<file path="config.mk">
export PLATFORM = sky130hd
export DESIGN_NAME = acc_core
export DESIGN_NICKNAME = d
export VERILOG_FILES = /design/src/rtl/acc_core_pkg.sv /design/src/rtl/acc_core_dec.sv /design/src/rtl/acc_core_seq.sv /design/src/rtl/acc_core_regs.sv /design/src/rtl/acc_core.sv
export SDC_FILE = /design/constraint.sdc
export NUM_CORES = 1
export LEC_CHECK = 0
export CORE_MARGIN = 4
export CORE_UTILIZATION = 45
export DETAILED_ROUTE_END_ITERATION = 10
export DONT_BUFFER_PORTS = 1
export SLEW_MARGIN = 20
export SYNTH_ARGS = -nofsm -noshare
export SYNTH_HDL_FRONTEND = slang
export SYNTH_HIERARCHICAL = 1
export SYNTH_SLANG_ARGS = --single-unit
</file>
<file path="constraint.sdc">
create_clock -name clk -period 4.6 [get_ports clk]
set_clock_uncertainty 0.15 [all_clocks]
set_input_delay 0.92 -clock clk [delete_from_list [all_inputs] [get_ports clk]]
set_output_delay 0.92 -clock clk [all_outputs]
set_load 0.05 [all_outputs]
</file>
<file path="src/rtl/acc_core_pkg.sv">
package acc_core_pkg;

  // status byte layout
  localparam int SW      = 8;
  localparam int ZF_BIT  = 1;
  localparam int NF_BIT  = 7;

  // supported opcodes
  localparam logic [7:0] OPC_LDA_IMM = 8'hA9;
  localparam logic [7:0] OPC_TAX     = 8'hAA;
  localparam logic [7:0] OPC_INX     = 8'hE8;
  localparam logic [7:0] OPC_BRK     = 8'h00;

  typedef enum logic [2:0] {
    K_LDA,
    K_TAX,
    K_INX,
    K_BRK,
    K_BAD
  } op_kind_e;

  typedef enum logic [3:0] {
    S_VLO_W,
    S_VLO,
    S_VHI_W,
    S_VHI,
    S_OP_W,
    S_DEC,
    S_IMM_W,
    S_IMM,
    S_HALT
  } seq_state_e;

endpackage

</file>
<file path="src/rtl/acc_core_dec.sv">
module acc_core_dec
  import acc_core_pkg::*;
#(
  parameter int DW = 8
) (
  input  logic [DW-1:0] opcode,
  output op_kind_e      kind
);

  always_comb begin
    unique case (opcode[7:0])
      OPC_LDA_IMM: kind = K_LDA;
      OPC_TAX:     kind = K_TAX;
      OPC_INX:     kind = K_INX;
      OPC_BRK:     kind = K_BRK;
      default:     kind = K_BAD;
    endcase
  end

endmodule

</file>
<file path="src/rtl/acc_core_seq.sv">
module acc_core_seq
  import acc_core_pkg::*;
#(
  parameter int          DW        = 8,
  parameter int unsigned RESET_VEC = 32'hFFFC
) (
  input  logic            clk,
  input  logic            rst,
  input  logic [DW-1:0]   rdata,
  input  op_kind_e        kind,
  output logic [2*DW-1:0] mem_addr,
  output logic [2*DW-1:0] pc,
  output logic            halted,
  output logic            illegal,
  output logic            ld_a,
  output logic            do_tax,
  output logic            do_inx
);

  localparam int AW = 2 * DW;
  localparam logic [AW-1:0] VEC_LO = AW'(RESET_VEC);
  localparam logic [AW-1:0] VEC_HI = AW'(RESET_VEC + 1);

  seq_state_e    state;
  logic [DW-1:0] vec_lo;
  logic [AW-1:0] pc_inc;

  assign pc_inc = pc + AW'(1);

  always_comb begin
    ld_a   = (state == S_IMM);
    do_tax = (state == S_DEC) && (kind == K_TAX);
    do_inx = (state == S_DEC) && (kind == K_INX);
  end

  always_ff @(posedge clk) begin
    if (rst) begin
      state    <= S_VLO_W;
      mem_addr <= VEC_LO;
      pc       <= '0;
      vec_lo   <= '0;
      halted   <= 1'b0;
      illegal  <= 1'b0;
    end else begin
      unique case (state)
        S_VLO_W: state <= S_VLO;
        S_VLO: begin
          vec_lo   <= rdata;
          mem_addr <= VEC_HI;
          state    <= S_VHI_W;
        end
        S_VHI_W: state <= S_VHI;
        S_VHI: begin
          pc       <= {rdata, vec_lo};
          mem_addr <= {rdata, vec_lo};
          state    <= S_OP_W;
        end
        S_OP_W: state <= S_DEC;
        S_DEC: begin
          pc <= pc_inc;
          unique case (kind)
            K_LDA: begin
              mem_addr <= pc_inc;
              state    <= S_IMM_W;
            end
            K_TAX, K_INX: begin
              mem_addr <= pc_inc;
              state    <= S_OP_W;
            end
            K_BRK: begin
              halted <= 1'b1;
              state  <= S_HALT;
            end
            default: begin
              halted  <= 1'b1;
              illegal <= 1'b1;
              state   <= S_HALT;
            end
          endcase
        end
        S_IMM_W: state <= S_IMM;
        S_IMM: begin
          pc       <= pc_inc;
          mem_addr <= pc_inc;
          state    <= S_OP_W;
        end
        default: state <= S_HALT;
      endcase
    end
  end


  halt_sticky_chk: assert property (@(posedge clk) disable iff (rst)
    halted |=> halted);


  illegal_halts_chk: assert property (@(posedge clk) disable iff (rst)
    illegal |-> halted);


  pc_frozen_chk: assert property (@(posedge clk) disable iff (rst)
    halted |=> $stable(pc) && $stable(mem_addr));


  addr_hold_chk: assert property (@(posedge clk) disable iff (rst)
    (state == S_OP_W) |=> $stable(mem_addr));

endmodule

</file>
<file path="src/rtl/acc_core_regs.sv">
module acc_core_regs
  import acc_core_pkg::*;
#(
  parameter int          DW          = 8,
  parameter logic [7:0]  STATUS_INIT = 8'h00
) (
  input  logic          clk,
  input  logic          rst,
  input  logic          ld_a,
  input  logic [DW-1:0] ld_data,
  input  logic          do_tax,
  input  logic          do_inx,
  output logic [DW-1:0] acc,
  output logic [DW-1:0] idx_x,
  output logic [DW-1:0] idx_y,
  output logic [SW-1:0] status
);

  localparam logic [SW-1:0] FLAG_MASK = SW'((1 << ZF_BIT) | (1 << NF_BIT));

  logic [DW-1:0] x_next;
  assign x_next = idx_x + DW'(1);

  function automatic logic [SW-1:0] set_flags(input logic [SW-1:0] st,
                                              input logic [DW-1:0] res);
    logic [SW-1:0] r;
    r         = st;
    r[ZF_BIT] = (res == '0);
    r[NF_BIT] = res[DW-1];
    return r;
  endfunction

  always_ff @(posedge clk) begin
    if (rst) begin
      acc    <= '0;
      idx_x  <= '0;
      idx_y  <= '0;
      status <= STATUS_INIT;
    end else if (ld_a) begin
      acc    <= ld_data;
      status <= set_flags(status, ld_data);
    end else if (do_tax) begin
      idx_x  <= acc;
      status <= set_flags(status, acc);
    end else if (do_inx) begin
      idx_x  <= x_next;
      status <= set_flags(status, x_next);
    end
  end


  y_const_chk: assert property (@(posedge clk) disable iff (rst)
    $stable(idx_y));


  other_bits_chk: assert property (@(posedge clk) disable iff (rst)
    $stable(status & ~FLAG_MASK));


  inx_wrap_chk: assert property (@(posedge clk) disable iff (rst)
    do_inx |=> idx_x == DW'($past(idx_x) + DW'(1)));


  tax_copy_chk: assert property (@(posedge clk) disable iff (rst)
    do_tax |=> idx_x == $past(acc));

endmodule

</file>
<file path="src/rtl/acc_core.sv">
module acc_core
  import acc_core_pkg::*;
#(
  parameter int          DATA_W      = 8,
  parameter int unsigned RESET_VEC   = 32'hFFFC,
  parameter logic [7:0]  STATUS_INIT = 8'h00
) (
  input  logic                  clk,
  input  logic                  rst,
  output logic [2*DATA_W-1:0]   mem_addr,
  input  logic [DATA_W-1:0]     mem_rdata,
  output logic [DATA_W-1:0]     acc,
  output logic [DATA_W-1:0]     idx_x,
  output logic [DATA_W-1:0]     idx_y,
  output logic [7:0]            status,
  output logic [2*DATA_W-1:0]   pc,
  output logic                  halted,
  output logic                  illegal
);

  op_kind_e kind;
  logic     ld_a;
  logic     do_tax;
  logic     do_inx;

  acc_core_dec #(.DW(DATA_W)) u_dec (
    .opcode (mem_rdata),
    .kind   (kind)
  );

  acc_core_seq #(.DW(DATA_W), .RESET_VEC(RESET_VEC)) u_seq (
    .clk      (clk),
    .rst      (rst),
    .rdata    (mem_rdata),
    .kind     (kind),
    .mem_addr (mem_addr),
    .pc       (pc),
    .halted   (halted),
    .illegal  (illegal),
    .ld_a     (ld_a),
    .do_tax   (do_tax),
    .do_inx   (do_inx)
  );

  acc_core_regs #(.DW(DATA_W), .STATUS_INIT(STATUS_INIT)) u_regs (
    .clk     (clk),
    .rst     (rst),
    .ld_a    (ld_a),
    .ld_data (mem_rdata),
    .do_tax  (do_tax),
    .do_inx  (do_inx),
    .acc     (acc),
    .idx_x   (idx_x),
    .idx_y   (idx_y),
    .status  (status)
  );


  strobes_quiet_chk: assert property (@(posedge clk) disable iff (rst)
    halted |-> !(ld_a || do_tax || do_inx));

endmodule

</file>
Word-level counts from Yosys, hierarchy flattened
Cells that the tools add are included.

storage, ports and cells
  register bits = 64
  output and inout bits = 66

cells by class
  reductions and logical operators = 20
  bitwise operators = 3
  muxes and demuxes = 11
  $add $sub $neg = 2
  eq/ne operators = 14

operators with widths
  operator                                              number
  one-hot mux 16 bit (4 select lines)                   1
  two-way mux 8 bit                                     5
  one-hot mux 16 bit (2 select lines)                   1
  one-hot mux 4 bit (7 select lines)                    1
  equality test 8 bit (second input constant)           3
  logical NOT 8 bit                                     3
  adder 16 x 1 -> 16 bit (second input constant)        1
  equality test 4 x 3 -> 1 bit (second input constant)  4
  two-way mux 16 bit                                    1
  one-hot mux 3 bit (4 select lines)                    1
  adder 8 x 1 -> 8 bit (second input constant)          1
  equality test 4 x 2 -> 1 bit (second input constant)  2
  one-hot mux 4 bit (2 select lines)                    1
  AND reduction 2 bit                                   4
  equality test 3 x 2 -> 1 bit (second input constant)  2
  OR reduction 2 bit                                    3
  equality test 4 x 1 -> 1 bit (second input constant)  1
  logical NOT 4 bit                                     1
  nonzero test 2 bit                                    2
  nonzero test 4 bit                                    1
  OR reduction 4 bit                                    1
  equality test 3 x 1 -> 1 bit (second input constant)  1
  logical NOT 3 bit                                     1
  inverter 1 bit                                        3
  4 further kinds                                       5

Longest topological paths before layout
Gate-level depths: netlist of the first run.

  depth after elaboration = 7
  gate-level depth with buffers = 11
  gate-level depth less buffers = 10

Hierarchy
Netlist of the first run, hierarchy kept.

by module, submodules not included
  module         area each (µm²)  instances  cells an instance  seq. area each (µm²)
  acc_core_seq   2155.8           1          266                920.9
  acc_core_regs  1122.3           1          134                360.3
  acc_core_dec   95.1             1          12                 0.0

Least setup slack after synthesis of the first run
OpenSTA, ideal clock, no wires.

  path type = input -> register
  start point = input mem_rdata[2]
  end point = register u_regs.idx_x[4]
  slack = 952 ps
  stages on the path = 9
  data arrival time = 3370 ps
  buffers on the path = 1
  library setup time = 128 ps
  data required time = 4322 ps
  path through = or4_4 > or4_1 > a21o_1 > nor4_1 > buf_1 > nor2_1 > a22o_1 > a22oi_1 > nor2_1

between the ends
  cells in the longest elaborated chain, start to end = 6
  elaborated cells between the ends (all ways) = 12
  classes of those cells = eq/ne: 5; mux: 2; reduce/logical: 5

RTL lines
  item                                                      line                 text
  start, declared                                           acc_core.sv:11       input logic [DATA_W-1:0] mem_rdata,
  equality test 8 bit or logical NOT 8 bit (tied branches)  acc_core_dec.sv:11   unique case (opcode[7:0])
  one-hot mux 3 bit (4 select lines) *                      acc_core_dec.sv:11
  via kind[2]                                               acc_core.sv:21       op_kind_e kind;
  equality test 3 x 1 -> 1 bit *                            acc_core_seq.sv:32   do_tax = (state == S_DEC) && (kind == K_TAX);
  logical AND 1 bit *                                       acc_core_seq.sv:32
  via do_tax                                                acc_core.sv:23       logic do_tax;
  nonzero test 2 bit (no line)                              -
  AND reduction 2 bit (no line)                             -
  end signal, assigned                                      acc_core_regs.sv:46  idx_x <= x_next;
  end, declared                                             acc_core_regs.sv:14  output logic [DW-1:0] idx_x,

The timed path passes the listed nets; every way through them passes the cells marked *.
A chain may end at the register's enable or synchronous reset.

Final worst setup path of the first run
  start point = input mem_rdata[2]
  end point = register u_seq.mem_addr[5]

between the ends
  cells in the longest elaborated chain, start to end = 6
  elaborated cells between the ends (all ways) = 11
  classes of those cells = eq/ne: 6; mux: 1; reduce/logical: 4

RTL lines
  item                                                      line                text
  equality test 8 bit or logical NOT 8 bit (tied branches)  acc_core_dec.sv:11
  one-hot mux 3 bit (4 select lines) *                      acc_core_dec.sv:11
  via kind[2]                                               acc_core.sv:21
  equality test 3 x 2 -> 1 bit (tied with other cells)      acc_core_seq.sv:61  unique case (kind)
  OR reduction 3 bit (no line) *                            -
  != test 2 bit (no line) *                                 -
  AND reduction 2 bit (no line) *                           -
  end signal, assigned                                      acc_core_seq.sv:55  mem_addr <= {rdata, vec_lo};
  end signal, assigned                                      acc_core_seq.sv:63  mem_addr <= pc_inc;
  end signal, assigned                                      acc_core_seq.sv:67  mem_addr <= pc_inc;
  end, declared                                             acc_core_seq.sv:11  output logic [2*DW-1:0] mem_addr,

Marked as above.

==> results of run 1 <==
==> cells by family (layout without fill, tap and decap cells) <==
group / Yosys count / in the layout / share of synthesized area
AO/OA/AOI/OAI: 116 / 116 / 0.226
XOR/XNOR: 13 / 13 / 0.0338
adder cells (fa/ha/maj): 2 / 2 / 0.00742
buffers and inverters: 46 / 28 / 0.0742
flip-flops: 64 / 64 / 0.380
multiplexers: 13 / 13 / 0.0386
other: 1 / 14 / 0.00111
AND/OR/NAND/NOR: 157 / 157 / 0.240
==> synth_stat cells (all sizes together) (2+ instances only) <==
cell / count / area [µm²]
dfxtp: 64 / 1280
a21o: 3 / 22.5
nor4: 12 / 75.1
nor2: 39 / 146
or2: 2 / 12.5
o31a: 2 / 17.5
o21a: 4 / 30.0
mux2i: 13 / 130
or3: 3 / 18.8
a21oi: 40 / 200
xnor2: 7 / 61.3
or4: 3 / 30.0
nand2b: 3 / 18.8
ha: 2 / 25.0
and2: 3 / 18.8
nor3: 20 / 105
clkbuf: 8 / 30.0
and3: 4 / 30.0
a31o: 3 / 26.3
nand3b: 3 / 22.5
o21bai: 2 / 15.0
inv: 9 / 33.8
nand3: 12 / 82.6
nor2b: 2 / 12.5
a211oi: 6 / 45.0
buf: 29 / 186
o21ai: 15 / 75.1
nand4: 4 / 25.0
xor2: 6 / 52.6
a22o: 2 / 17.5
nand2: 42 / 158
a221oi: 2 / 17.5
a31oi: 10 / 62.6
a22oi: 12 / 90.1
o221ai: 2 / 17.5
a41oi: 2 / 17.5
a2111oi: 3 / 33.8
==> per-layer routing <==
layer	track usage	routed length [µm]	up-vias
met4	0.0841	147	0
met3	0.0574	823	14
li1	-	-	1463
met1	0.285	3960	1451
met5	0	0	-
met2	0.337	4460	128
==> path summary, 6_finish.rpt <==
| kind | endpoint | slack [ns] | cells after the start |
|---|---|---|---|
| setup reg to reg | u_regs/status[1] | 1.84 | 6 |
| hold / removal | u_seq/vec_lo[1] | 0.31 | 2 |
| hold reg to reg | u_seq/vec_lo[1] | 0.31 | 2 |
| setup / recovery | u_seq/mem_addr[5] | 1.11 | 9 |
==> flip-flops by register name (all words and copies together) (netlist names) <==
signal / cells
u_seq/mem_addr: 16
u_regs/acc: 8
u_seq/vec_lo: 8
u_regs/status: 2
u_seq/pc: 16
u_seq/illegal: 1
u_regs/idx_x: 8
u_seq/halted: 1
u_seq/state: 4
==> power by group through the flow <==
| stage | logic, µW | registers, µW | clock network, µW |
|---|---|---|---|
| 6_report | 92.4 | 621 | 412 |
| 3_3_place_gp | 91.2 | 634 | 0 |
| 3_5_place_dp | 91.0 | 634 | 0 |
| 2_1_floorplan | 95.9 | 625 | 0 |
| 5_1_grt | 102 | 624 | 448 |
| 4_1_cts | 91.4 | 621 | 422 |
==> layout make-up <==
type | count | area, µm²
clock inverters | 4 | 22.5
multi-input cells | 315 | 1900
well taps | 99 | 124
flip-flops and latches | 64 | 1280
clock buffers | 10 | 138
repair buffers | 5 | 37.5
fillers | 732 | 3720
inverters | 9 | 33.8
==> through the flow <==
| step | hold WS, ns | total power [µW] | setup slack, ns | std cells |
|---|---|---|---|---|
| after floorplan | 0.286 | 721 | 0.952 | 425 |
| after global placement | 0.289 | 725 | 0.887 | 492 |
| after detailed placement | 0.298 | 725 | 0.792 | 492 |
| after CTS | 0.308 | 1130 | 1.16 | 506 |
| after global routing | 0.345 | 1170 | 0.912 | 506 |
| final | 0.305 | 1130 | 1.11 | 506 |
==> placed cells by master (no fill, tap or decap), drive strengths merged, types with 7 or more instances in the layout <==
| cell | count |
|---|---|
| inv | 9 |
| nor3 | 20 |
| a21oi | 40 |
| conb | 14 |
| a31oi | 10 |
| mux2i | 13 |
| nand3 | 12 |
| nand2 | 42 |
| clkbuf | 10 |
| xnor2 | 7 |
| nor2 | 39 |
| nor4 | 12 |
| o21ai | 15 |
| a22oi | 12 |
| dfxtp | 64 |
==> worst register-to-register path: stages (launching register included) <==
cell and delay, ns:
dfxtp_1 0.63, nand3b_1 0.49, nor4_1 0.41, and2_1 0.28
or4bb_4 0.54, nor2_1 0.10, a21o_1 0.11
==> impl_results.md, run 1 <==
* Cells after Synth at around 410
* Ant. Diodes at 0
* #FFs+latches synth at 64
* WP data required at 4.68 ns
* Placer Congestion at a little over 0.8
* DR vias at between 3k and 4k
* Max Slew Vio Count at 0
* Post-CTS sizing at 0
* Static leakage at ~0.0011 µW
* Status: complete, no violations
* Rel. slew slack at 0.410
* Core Region at between 7000 and 8000 µm²
* Post-synth EDFFs at 0
* CTS tree: built
* Global-route wire length before repair at 14900 µm
* Worst EP arrival at between 3 and 4 ns
* Combinational cell fraction of total power at 0.082
* Worst VDD drop at approximately 0.00019 V
* Slowest-stage cell, CP: or4_4
* Vias per cell at 6.04
* Worst min path class: reg2reg
* Switching power share of the total at 0.292
* Final setup viols at 0
* Deepest clock path buffer count at 2
* Starting density of the core at 0.465
* Total Wirelength at approximately 9400 µm
* Total routing usage reported by global routing at 0.216
* PortBufs at 0
* DIE AREA at 8950 µm²
* Netlist cell types at 64
* Mapped Avg Cell Area at 8.19 µm²
* Grt ovf at 0
* Worst reg2reg startpoint: u_seq/state[2]
* Number of max-cap violations at 0
* Die W at 94.6 µm
* Crit path buffers/inverters at 1
* Power per cell area at 318 nW/µm²
* Initial antenna violation count at 0
* Root Driver: clkbuf_8
* Ys Warns at 6
* Final hold vios at 0
* Sequential power share at 0.552
* H-tree depth at 3
* Actual slew at the worst max-slew pin at 0.881 ns
* Setup Buffers After CTS at 0
* Residual DRC at 0
* Clock sinks at 64
* WL/cell at approximately 19 µm
* Worst setup startpoint: mem_rdata[2]
* Crit path time final at between 3 and 4 ns
* P_sw at 328 µW
* Vias in the first global route at around 2.9k
* TritonRoute pass-1 iters at 5
* CTS Buf Count at 9
* Sequential fraction of the synthesis area at 0.380
* Mapped Area at 3370 µm²
* Final cycle utilization of the critical path at 0.758
* Clock transition at path regs at roughly 0.070 ns
* Nets@finish at ~420
* Num ports at 76
* Layout cells sized above 1 at 0.0811
* Async set-reset flop share out of synthesis at 0
* Fin Setup TNS at 0 ns
* Worst-Skew Late Latency at 0.34 ns
* Area growth syn-to-layout at 4.75%
* Crit path cell chain: or4_4 > or4_1 > a21o_1 > a21oi_1 > o31a_1 > buf_4 > nand3_1 > o32ai_1 > nor2_1
* Post-CTS Hold Buffers at 0
* HPWL after DPL at 6640 µm
* WS Path Type: in2reg
* Crit. End Element: register
* Worst min-delay path startpoint: u_seq/vec_lo[1]
* Dpl cell area at roughly 3400 µm²
* Clk pwr share at 0.366
* Cell-internal power at about 800 µW
* DRT antenna net count at 0
* Die Y at between 90 and 100 µm
* Crit-path leading delay family: simple AND/OR/NAND/NOR gates
* Delay of the slowest cell on the worst path at roughly 0.52 ns
* Core Rows at 31
* Final Cell Area at between 3000 and 4000 µm²
* Peak Freq at ~290 MHz
* Largest net degree at the start of global routing at approximately 60
* RSZ-0062 raised after global routing: false
* Synth Flop Type: dfxtp_1
* DRT iter0 DRCs at roughly 220
* Worst setup SP type: input pin
* Final core occ at 0.487
* Worst Path Max Fanout at 17
Note: power is estimated with default switching activity, not from simulation.
==> run 2: changes to the inputs <==
clock period = 2.89 ns   (was 4.6 ns; I/O delays follow)
==> impl_results.md, run 2 (same netlist as run 1, synthesis figures left out) <==
* Status: complete, no violations
* PortBufs at 0 (unchanged)
* Root Driver: clkbuf_8
* Total Wirelength at 9930 µm (+5.7%)
* WS Path Type: in2reg
* Crit path cell chain: or4_4 > or3_4 > a211oi_4 > nand2_2 > nor4_4 > buf_6 > buf_4 > buf_4 > nor2_1 > nand3b_1 > a31oi_2 > a21o_1
* Vias in the first global route at 2923 (+2.5%)
* Max Slew Vio Count at 0 (unchanged)
* Slowest-stage cell, CP: or4_4
* P_sw at 536 µW (+63%)
* Worst-Skew Late Latency at 0.34 ns (about the same)
* DRT antenna net count at 0 (unchanged)
* Most frequent CP cell: buf_4
* Number of max-cap violations at 0 (unchanged)
* HPWL after DPL at 7010 µm (+5.6%)
* Final hold vios at 0 (unchanged)
* Combinational cell fraction of total power at 0.089 (+0.007)
* Total power draw at 2110 µW (+87%)
* Crit path time final at 2.88 ns
* Sequential power share at 0.458 (-0.094)
* Grt ovf at 0 (unchanged)
* Metal3 WL at 746 µm (-9.4%)
* Total routing usage reported by global routing at 0.222 (+0.00563)
* Nets@finish at 458 (+10%)
* RSZ-0062 raised after global routing: true
* Static leakage at 0.00141 µW (+24%)
* DR vias at 3242 (+6.1%)
* Num ports at 76 (unchanged)
* Worst setup SP type: input pin
* Rel. slew slack at 0.354 (-0.0565)
* Area growth syn-to-layout at 18.7%
* Layout cells sized above 1 at 0.189 (+0.108)
* Multi-input logic area at 1970 µm² (+3.8%)
* Core Region at 7250 µm² (unchanged)
* Largest net degree at the start of global routing at 59 (unchanged)
* Placer Congestion at 0.851 (+4.9%)
* Worst EP arrival at 2.97 ns (-0.59 ns)
* H-tree depth at 3 (unchanged)
* Residual DRC at 0 (unchanged)
* Final cycle utilization of the critical path at 0.997
* Worst Path Max Fanout at 6 (-11)
* Die W at 94.6 µm (unchanged)
* Top layer in use: met4
* DIE AREA at 8950 µm² (unchanged)
* Worst VDD drop at 0.000276 V (+48%)
* Die Y at 94.6 µm (unchanged)
* Fin Setup TNS at 0 ns (unchanged)
* CTS Buf Count at 9 (unchanged)
* Core Rows at 31 (unchanged)
* Routed wl met2 at 4560 µm (+2.2%)
* Clk pwr share at 0.453 (+0.087)
* Initial antenna violation count at 0 (unchanged)
* Peak Freq at ~350 MHz
* Met1 WL at 4350 µm (+9.8%)
* WL/cell at 18.1 µm (-2.4%)
* Reg area at 1280 µm² (unchanged)
* Final setup viols at 0 (unchanged)
* TritonRoute pass-1 iters at 5 (unchanged)
* Delay of the slowest cell on the worst path at 0.52 ns (about the same)
* Cell-internal power at 1570 µW (+97%)
* Most frequent cells in the layout: dfxtp_1 (64), buf_4 (46), nand2_1 (41), nor2_1 (39), a21oi_1 (39)
* Crit. End Element: register
* Actual slew at the worst max-slew pin at 0.966 ns (+0.0845 ns)
* Deepest clock path buffer count at 2 (unchanged)
* Vias per cell at 5.92 (-2.0%)
* Post-CTS Hold Buffers at 0 (unchanged)
* Global-route wire length before repair at 15400 µm (+3.2%)
* Worst min path class: in2reg
* Ant. Diodes at 0 (unchanged)
* WP data required at 2.98 ns (-1.70 ns)
* Most common cell after layout, fill and taps aside: dfxtp_1
* Starting density of the core at 0.465 (unchanged)
* Clock sinks at 64 (unchanged)
* Filler instances at 681 (-7.0%)
* DRT iter0 DRCs at 298 (+38%)
* Switching power share of the total at 0.254 (-0.0372)
* Power per cell area at 526 nW/µm² (+65%)
* Clock transition at path regs at 0.07 ns (about the same)
* CTS tree: built
* Biggest regs: u_seq/mem_addr: 16 flops, u_seq/pc: 16 flops
==> run 2: cell count changes in the layout (fill, tap and decap cells not counted), sizes merged <==
cell      before  now
buf            5   47
clkinv         3    0
clkbuf        10   11
clkinvlp       1    0
bufinv         0    3
==> run 2: cell type report <==
cell class	count	area share
multi-input combinational	315	0.491
tap	99	0.0309
inverter	9	0.00843
clock inverter	3	0.0225
sequential	64	0.320
clock buffer	11	0.0378
timing repair buffer	47	0.0890
==> run 2: critical path, delay by kind of cell <==
kind / cells / cell delay (ns)
simple gates: 6 / 1.45
buf+inv: 3 / 0.40
compound gates: 3 / 0.53
==> run 2: per-layer routing <==
layer  vias to the layer above  track usage
met2                       136        0.339
met4                         0        0.105
li1                       1546            -
met5                         -            0
met1                      1544        0.297
met3                        16       0.0478
==> run 2: timing repair <==
| action | in CTS | in global routing |
|---|---|---|
| endpoints found under the setup margin | 0 | 7 |
| resized for setup | 0 | 13 |
| buffers inserted | 0 | 9 |
==> run 2: through the flow <==
step | instance area (µm²) | utilization | worst slack (ns) | hold WS, ns | std cells
after floorplan | 3470 | - | -0.116 | 0.286 | 425
after global placement | 3640 | 0.503 | -0.191 | 0.289 | 525
after detailed placement | 3640 | 0.503 | -0.282 | 0.299 | 525
after CTS | 3890 | 0.536 | 0.0837 | 0.142 | 539
after global routing | 4010 | 0.552 | -0.111 | 0.136 | 548
final | 4010 | 0.552 | 0.00740 | 0.150 | 548
==> run 2: power by group through the flow <==
stage	combinational [µW]	clock [µW]	sequential, µW
floorplan	157	0	994
global route	203	1010	969
finish	187	955	966
CTS	184	966	966
detailed placement	183	0	986
global placement	183	0	985
==> run 2: worst paths after layout <==
| check | depth (start not counted) | to | start | slack, ns |
|---|---|---|---|---|
| worst min register to register | 2 | u_seq/vec_lo[1] | u_seq/vec_lo[1] | 0.31 |
| worst min-delay path | 1 | u_regs/acc[5] | rst | 0.15 |
| worst max-delay path | 12 | u_regs/status[1] | mem_rdata[2] | 0.007 |
| worst max register to register | 6 | u_seq/mem_addr[12] | u_seq/state[2] | 0.44 |
